`src/rtl/bmi_pkg.sv`:
```
package bmi_pkg;
  typedef enum logic [1:0] {
    ST_IDLE   = 2'd0,
    ST_SEARCH = 2'd1,
    ST_RESULT = 2'd2
  } bmi_state_e;
endpackage

```
`src/rtl/bmi_range_lookup.sv`:
```
module bmi_range_lookup #(
  parameter int FIELD_W = 8,
  parameter int RULES   = 6,
  parameter int ENTRIES = 13,
  parameter int IDX_W   = 4
) (
  input  logic               clk,
  input  logic               rst_n,
  input  logic               wr_en,
  input  logic [IDX_W-1:0]   wr_idx,
  input  logic [FIELD_W-1:0] wr_bound,
  input  logic [RULES-1:0]   wr_map,
  input  logic               wr_last,
  input  logic               start,
  input  logic [FIELD_W-1:0] key,
  output logic               busy,
  output logic [RULES-1:0]   map_out
);
  logic [FIELD_W-1:0] bound_q [ENTRIES];
  logic [RULES-1:0]   map_q   [ENTRIES];
  logic [IDX_W:0]     cnt_q;
  logic [IDX_W-1:0]   ptr_q;
  logic [FIELD_W-1:0] key_q;
  logic [RULES-1:0]   acc_q;
  logic               busy_q;

  // named events for the checks
  logic ptr_active;
  logic step_hit;
  logic scan_end;

  assign ptr_active = ({1'b0, ptr_q} < cnt_q);
  assign step_hit   = busy_q && ptr_active && (bound_q[ptr_q] <= key_q);
  assign scan_end   = ({1'b0, ptr_q} + 1'b1) >= cnt_q;

  always_ff @(posedge clk) begin
    if (wr_en && (32'(wr_idx) < ENTRIES)) begin
      bound_q[wr_idx] <= wr_bound;
      map_q[wr_idx]   <= wr_map;
    end
  end

  always_ff @(posedge clk) begin
    if (!rst_n) begin
      cnt_q <= '0;
    end else if (wr_en && wr_last && (32'(wr_idx) < ENTRIES)) begin
      cnt_q <= {1'b0, wr_idx} + 1'b1;
    end
  end

  always_ff @(posedge clk) begin
    if (!rst_n) begin
      busy_q <= 1'b0;
      ptr_q  <= '0;
      key_q  <= '0;
      acc_q  <= '0;
    end else if (start) begin
      busy_q <= 1'b1;
      ptr_q  <= '0;
      key_q  <= key;
      acc_q  <= '0;
    end else if (busy_q) begin
      if (step_hit) acc_q <= map_q[ptr_q];
      if (scan_end) busy_q <= 1'b0;
      else          ptr_q  <= ptr_q + 1'b1;
    end
  end

  assign busy    = busy_q;
  assign map_out = acc_q;

  // the scan pointer never leaves the table
  p_ptr_in_table_r2: assert property (@(posedge clk) disable iff (!rst_n)
    busy_q |-> (32'(ptr_q) < ENTRIES));

  // the scan is never longer than the active count
  p_scan_stops_r2: assert property (@(posedge clk) disable iff (!rst_n)
    (busy_q && !start && scan_end) |=> !busy_q);

  // the count is unchanged while a search runs
  p_cnt_frozen_r8: assert property (@(posedge clk) disable iff (!rst_n)
    (busy_q && $past(busy_q)) |-> $stable(cnt_q));
endmodule

```
`src/rtl/bmi_first_rule.sv`:
```
module bmi_first_rule #(
  parameter int RULES = 6,
  parameter int RES_W = 3
) (
  input  logic [RULES-1:0] map,
  output logic             found,
  output logic [RES_W-1:0] idx
);
  function automatic logic [RES_W-1:0] top_rule(input logic [RULES-1:0] m);
    logic [RES_W-1:0] r;
    r = '0;
    for (int k = RULES - 1; k >= 0; k--) begin
      if (m[RULES-1-k]) r = RES_W'(k);
    end
    return r;
  endfunction

  assign found = |map;
  assign idx   = top_rule(map);
endmodule

```
`src/rtl/bmi_classifier.sv`:
```
module bmi_classifier #(
  parameter int FIELDS  = 2,
  parameter int FIELD_W = 8,
  parameter int RULES   = 6,
  localparam int ENTRIES = 2 * RULES + 1,
  localparam int IDX_W   = $clog2(ENTRIES),
  localparam int DIM_W   = (FIELDS > 1) ? $clog2(FIELDS) : 1,
  localparam int RES_W   = (RULES > 1) ? $clog2(RULES) : 1
) (
  input  logic                      clk,
  input  logic                      rst_n,
  input  logic                      ld_en,
  input  logic [DIM_W-1:0]          ld_dim,
  input  logic [IDX_W-1:0]          ld_idx,
  input  logic [FIELD_W-1:0]        ld_bound,
  input  logic [RULES-1:0]          ld_map,
  input  logic                      ld_last,
  input  logic                      q_valid,
  output logic                      q_ready,
  input  logic [FIELDS*FIELD_W-1:0] q_key,
  output logic                      res_valid,
  input  logic                      res_ready,
  output logic                      res_hit,
  output logic [RES_W-1:0]          res_idx,
  output logic [RULES-1:0]          res_map
);
  import bmi_pkg::*;

  bmi_state_e state_q;
  logic [FIELDS-1:0] dim_busy;
  logic [RULES-1:0]  dim_map [FIELDS];
  logic [RULES-1:0]  inter_map;
  logic              inter_found;
  logic [RES_W-1:0]  inter_idx;

  // named events
  logic q_accept;
  logic search_done;
  logic res_take;
  logic load_ok;

  assign q_ready     = (state_q == ST_IDLE);
  assign q_accept    = q_valid && q_ready;
  assign search_done = (state_q == ST_SEARCH) && (dim_busy == '0);
  assign res_take    = (state_q == ST_RESULT) && res_ready;
  assign load_ok     = ld_en && (state_q == ST_IDLE);

  for (genvar d = 0; d < FIELDS; d++) begin : g_dim
    bmi_range_lookup #(
      .FIELD_W(FIELD_W), .RULES(RULES), .ENTRIES(ENTRIES), .IDX_W(IDX_W)
    ) i_lookup (
      .clk     (clk),
      .rst_n   (rst_n),
      .wr_en   (load_ok && (ld_dim == DIM_W'(d))),
      .wr_idx  (ld_idx),
      .wr_bound(ld_bound),
      .wr_map  (ld_map),
      .wr_last (ld_last),
      .start   (q_accept),
      .key     (q_key[d*FIELD_W +: FIELD_W]),
      .busy    (dim_busy[d]),
      .map_out (dim_map[d])
    );
  end

  always_comb begin
    inter_map = '1;
    for (int d = 0; d < FIELDS; d++) inter_map = inter_map & dim_map[d];
  end

  bmi_first_rule #(.RULES(RULES), .RES_W(RES_W)) i_first (
    .map  (inter_map),
    .found(inter_found),
    .idx  (inter_idx)
  );

  always_ff @(posedge clk) begin
    if (!rst_n) begin
      state_q <= ST_IDLE;
      res_hit <= 1'b0;
      res_idx <= '0;
      res_map <= '0;
    end else begin
      case (state_q)
        ST_IDLE:   if (q_accept) state_q <= ST_SEARCH;
        ST_SEARCH: if (search_done) begin
          state_q <= ST_RESULT;
          res_hit <= inter_found;
          res_idx <= inter_idx;
          res_map <= inter_map;
        end
        ST_RESULT: if (res_take) state_q <= ST_IDLE;
        default:   state_q <= ST_IDLE;
      endcase
    end
  end

  assign res_valid = (state_q == ST_RESULT);

  // the result holds while stalled
  p_result_hold_r7: assert property (@(posedge clk) disable iff (!rst_n)
    (res_valid && !res_ready) |=> (res_valid && $stable(res_map) && $stable(res_idx) && $stable(res_hit)));

  // hit agrees with the intersection
  p_hit_agrees_r5: assert property (@(posedge clk) disable iff (!rst_n)
    res_valid |-> (res_hit == (res_map != '0)));

  // the reported rule is present and nothing above it is
  p_idx_set_r4: assert property (@(posedge clk) disable iff (!rst_n)
    (res_valid && res_hit) |-> (res_map[RULES-1-32'(res_idx)] &&
      ((res_map >> (RULES - 32'(res_idx))) == '0)));

  // no query is taken while a result is held
  p_no_overlap_r6: assert property (@(posedge clk) disable iff (!rst_n)
    res_valid |-> !q_ready);

  // each accepted query starts every field search
  p_search_starts_r6: assert property (@(posedge clk) disable iff (!rst_n)
    q_accept |=> (dim_busy == '1));
endmodule

```
`config.mk`:
```
export PLATFORM = sky130hd
export DESIGN_NAME = bmi_classifier
export DESIGN_NICKNAME = d
export VERILOG_FILES = /design/src/rtl/bmi_pkg.sv /design/src/rtl/bmi_range_lookup.sv /design/src/rtl/bmi_first_rule.sv /design/src/rtl/bmi_classifier.sv
export SDC_FILE = /design/constraint.sdc
export NUM_CORES = 1
export LEC_CHECK = 0
export BUFFER_PORTS_ARGS = -buffer_cell sky130_fd_sc_hd__buf_2
export CORE_UTILIZATION = 50
export CTS_BUF_LIST = sky130_fd_sc_hd__clkbuf_2 sky130_fd_sc_hd__clkbuf_4 sky130_fd_sc_hd__clkbuf_8
export DETAILED_ROUTE_END_ITERATION = 6
export HOLD_SLACK_MARGIN = 0.06
export PLACE_DENSITY = 0.78
export SYNTH_ARGS = -nofsm -noshare
export SYNTH_HDL_FRONTEND = slang
export SYNTH_SLANG_ARGS = --single-unit
```
`constraint.sdc`:
```
create_clock -name clk -period 8.8 [get_ports clk]
set_input_delay 0.88 -clock clk [delete_from_list [all_inputs] [get_ports clk]]
set_output_delay 0.88 -clock clk [all_outputs]
set_load 0.005 [all_outputs]
```
==> flow_metrics.env <==
export IMPL_maxCapViolations=0
export IMPL_crit_fanout=23
export IMPL_die_area_sq_um=35900
export IMPL_vias_per_cell=5.79
export IMPL_cts_sinks=432
export IMPL_hold_viol_final=0
export IMPL_synth_most_common_cell="sky130_fd_sc_hd__edfxtp_1"
export IMPL_std_cell_rows=68
export IMPL_post_cts_hold_buffer_count=0
export IMPL_layout_nets=1219
export IMPL_insertedDiodeCount=0
export IMPL_cts_htree_levels=3
export IMPL_list_of_most_frequent_post_synthesis_cells="sky130_fd_sc_hd__edfxtp_1 (364), sky130_fd_sc_hd__nand2_1 (78), sky130_fd_sc_hd__dfxtp_1 (68)"
export IMPL_period_share_pct=42.5
export IMPL_ys_async_sr_fraction_pct=0
export IMPL_drive_above_1_share_pct=22.7
export IMPL_synth_edf_count=364
export IMPL_yosysUniqueCellTypes=53
export IMPL_worst_setup_hold_path_clk_slew_ps=60
export IMPL_run_status="finished, final reports clean"
export IMPL_cts_repair_resize_count=0
export IMPL_drc=0
export IMPL_gpl_final_weighted_congestion=0.833
export IMPL_worstSetupEndpoint="g_dim[1].i_lookup.map_out[3]"
export IMPL_maxSlewViolCount=0
export IMPL_rsz0062_at_grt="no"
export IMPL_critical_path_startpoint_category="flop"
export IMPL_final_setup_skew_ps=32.5
export IMPL_via_count_of_the_first_global_routing_pass=9598
export IMPL_cp_data_required_time_ps=9270
export IMPL_grt_first_pass_wirelength_um=55400
export IMPL_post_dp_hpwl_um=22400
export IMPL_grt_max_degree=40
export IMPL_setup_failing_eps_final=0
export IMPL_clk_path_buf_depth=3
export IMPL_synth_area_top_cells="sky130_fd_sc_hd__edfxtp_1 (62%), sky130_fd_sc_hd__dfxtp_1 (7.8%), sky130_fd_sc_hd__mux4_1 (6.6%)"
export IMPL_total_leakage_power_nw=6.62
export IMPL_timing_worst_setup_path_type="flop to flop"
export IMPL_clock_latency_ps=610
export IMPL_synthCells=1033
export IMPL_synth_net_count=1115
export IMPL_synth_seq_cells=432
export IMPL_initial_core_util_pct=50.8
export IMPL_wl_um=36400
export IMPL_rr_worst_depth=8
export IMPL_dpl_instance_area_sq_um=18400
export IMPL_regToRegSetupSlack_ps=5060
export IMPL_tritoncts="built"
export IMPL_timing_critical_path_to_type="flop"
export IMPL_grt_util_all_layers_pct=20.9
export IMPL_peakVddDrop_mv=0.132
export IMPL_power_density_nw_per_um2=212
export IMPL_io_pins=53
export IMPL_cts_root_buf="sky130_fd_sc_hd__clkbuf_8"
export IMPL_number_of_clock_buffers_inserted_by_tritoncts=69
export IMPL_fillers=2614
export IMPL_final_core_density_pct=57.6
export IMPL_die_height_um=189
export IMPL_post_route_minimum_period_ps=3740
export IMPL_area_growth_syn_to_layout_pct=13.2
export IMPL_total_congestion_overflow=0
export IMPL_chipWidth_um=189
export IMPL_antenna_left=0
export IMPL_first_pass_iters=5
export IMPL_ys_flop_type="sky130_fd_sc_hd__edfxtp_1"
export IMPL_worst_slew_margin_rel_pct=21.3
export IMPL_synth_top_area_cell="sky130_fd_sc_hd__edfxtp_1"
export IMPL_grt_antenna_before_repair=0
export IMPL_finalSetupTns_ps=0
export IMPL_synth_area_sq_um=17600
export IMPL_avgRoutedWirePerCell_um=22.1
export IMPL_arrival_ps=4210
export IMPL_type_of_the_tightest_min_delay_check="flop to flop"
export IMPL_timing_worst_slew_pin_value_ps=1180
export IMPL_stdcell_area_sq_um=19900
export IMPL_placement_io_buffers=52
export IMPL_fmax_mhz=268
export IMPL_netlist_area_leader_share_pct=62.2
export IMPL_synthesis_yosys_warnings=0
export IMPL_route_vias_total=9539
export IMPL_placeableCoreArea_sq_um=34500
export IMPL_drt_iter0_drc=943
export IMPL_cts_setup_buffers=0
export IMPL_reg_to_reg_endpoint="g_dim[1].i_lookup.map_out[3]"
export IMPL_syn_avg_cell_area_sq_um=17.0
export IMPL_synth_seq_area_share_pct=70.0
power by group:
part / internal (mW) / leakage [nW] / switching, mW
Combinational: 0.0466 / 1.99 / 0.104
Clock: 1.05 / 0.801 / 0.764
Sequential: 2.24 / 3.83 / 0.0118
Total: 3.34 / 6.62 / 0.880
state kept, by name, indices dropped and copies added, names as in the netlist, named ones only:
register and count:
g_dim.i_lookup.ptr_q 8, g_dim.i_lookup.map_q 156, g_dim.i_lookup.cnt_q 10, res_hit 1, g_dim.i_lookup.key_q 16, g_dim.i_lookup.map_out 12
res_map 6, g_dim.i_lookup.bound_q 208, res_idx 3, state_q 2, g_dim.i_lookup.busy 2
critical path: stages, from the launching register on:
cell and delay [ps]:
sky130_fd_sc_hd__dfxtp_1 990, sky130_fd_sc_hd__mux4_1 410, sky130_fd_sc_hd__mux4_2 500, sky130_fd_sc_hd__ha_1 330, sky130_fd_sc_hd__a21oi_1 160, sky130_fd_sc_hd__o21ai_0 100
sky130_fd_sc_hd__o21ai_0 110, sky130_fd_sc_hd__nand4b_1 540, sky130_fd_sc_hd__o31ai_1 460
logic make-up after synthesis:
family | synth area share, %
compound gates | 5.22
xor+xnor | 0.399
fa+ha+maj | 2.92
buf+inv | 2.34
flops | 70.0
mux | 13.7
simple gates | 5.46
routing by layer:
| metal | vias up | wire length, um | GRT usage, % |
|---|---|---|---|
| met3 | 64 | 2510 | 3.89 |
| met1 | 4806 | 15100 | 27.9 |
| met4 | 0 | 715 | 6.95 |
| met5 | - | 0 | 0 |
| met2 | 375 | 18000 | 34.5 |
| li1 | 4294 | - | - |
through the flow:
step / setup slack, ps / hold slack [ps] / cells / power (mW)
2_1_floorplan: 5610 / 436 / 1033 / 2.37
5_1_grt: 4850 / 481 / 1648 / 4.34
3_5_place_dp: 5200 / 449 / 1521 / 2.44
3_3_place_gp: 5290 / 440 / 1519 / 2.43
4_1_cts: 5060 / 457 / 1648 / 4.25
6_report: 5060 / 454 / 1648 / 4.21
layout by cell type, fill, tap and decap left out, drive strengths merged, types with 9 or more instances in the layout:
master	instances
inv	37
o21ai	18
nand2b	16
nor2b	12
nand2	78
mux4	80
nor2	64
dfxtp	68
nand3	13
a21oi	54
clkbuf	111
a211oi	11
ha	41
o211ai	9
clkinv	10
mux2i	41
buf	81
edfxtp	364
final cells by class:
cell class / instances / area (sq um) / share of cell area, %
clock inverter: 16 / 163 / 0.818
multi-input combinational: 518 / 4910 / 24.7
tap: 455 / 569 / 2.86
clock buffer: 111 / 1330 / 6.71
sequential: 432 / 12300 / 61.8
timing repair buffer: 81 / 478 / 2.40
inverter: 35 / 131 / 0.661
worst min path at each step:
stage	start	endpoint	slack (ps)	cells past startpoint
floorplan	g_dim[0].i_lookup.key_q[1]	g_dim[0].i_lookup.key_q[1]	440	2
global placement	res_map[5]	res_map[5]	440	2
detailed placement	g_dim[1].i_lookup.key_q[6]	g_dim[1].i_lookup.key_q[6]	450	2
CTS	g_dim[1].i_lookup.key_q[6]	g_dim[1].i_lookup.key_q[6]	460	2
global route	g_dim[1].i_lookup.key_q[6]	g_dim[1].i_lookup.key_q[6]	480	2
finish	g_dim[1].i_lookup.key_q[6]	g_dim[1].i_lookup.key_q[6]	450	2
No activity file was read; power rests on OpenSTA's default activity.
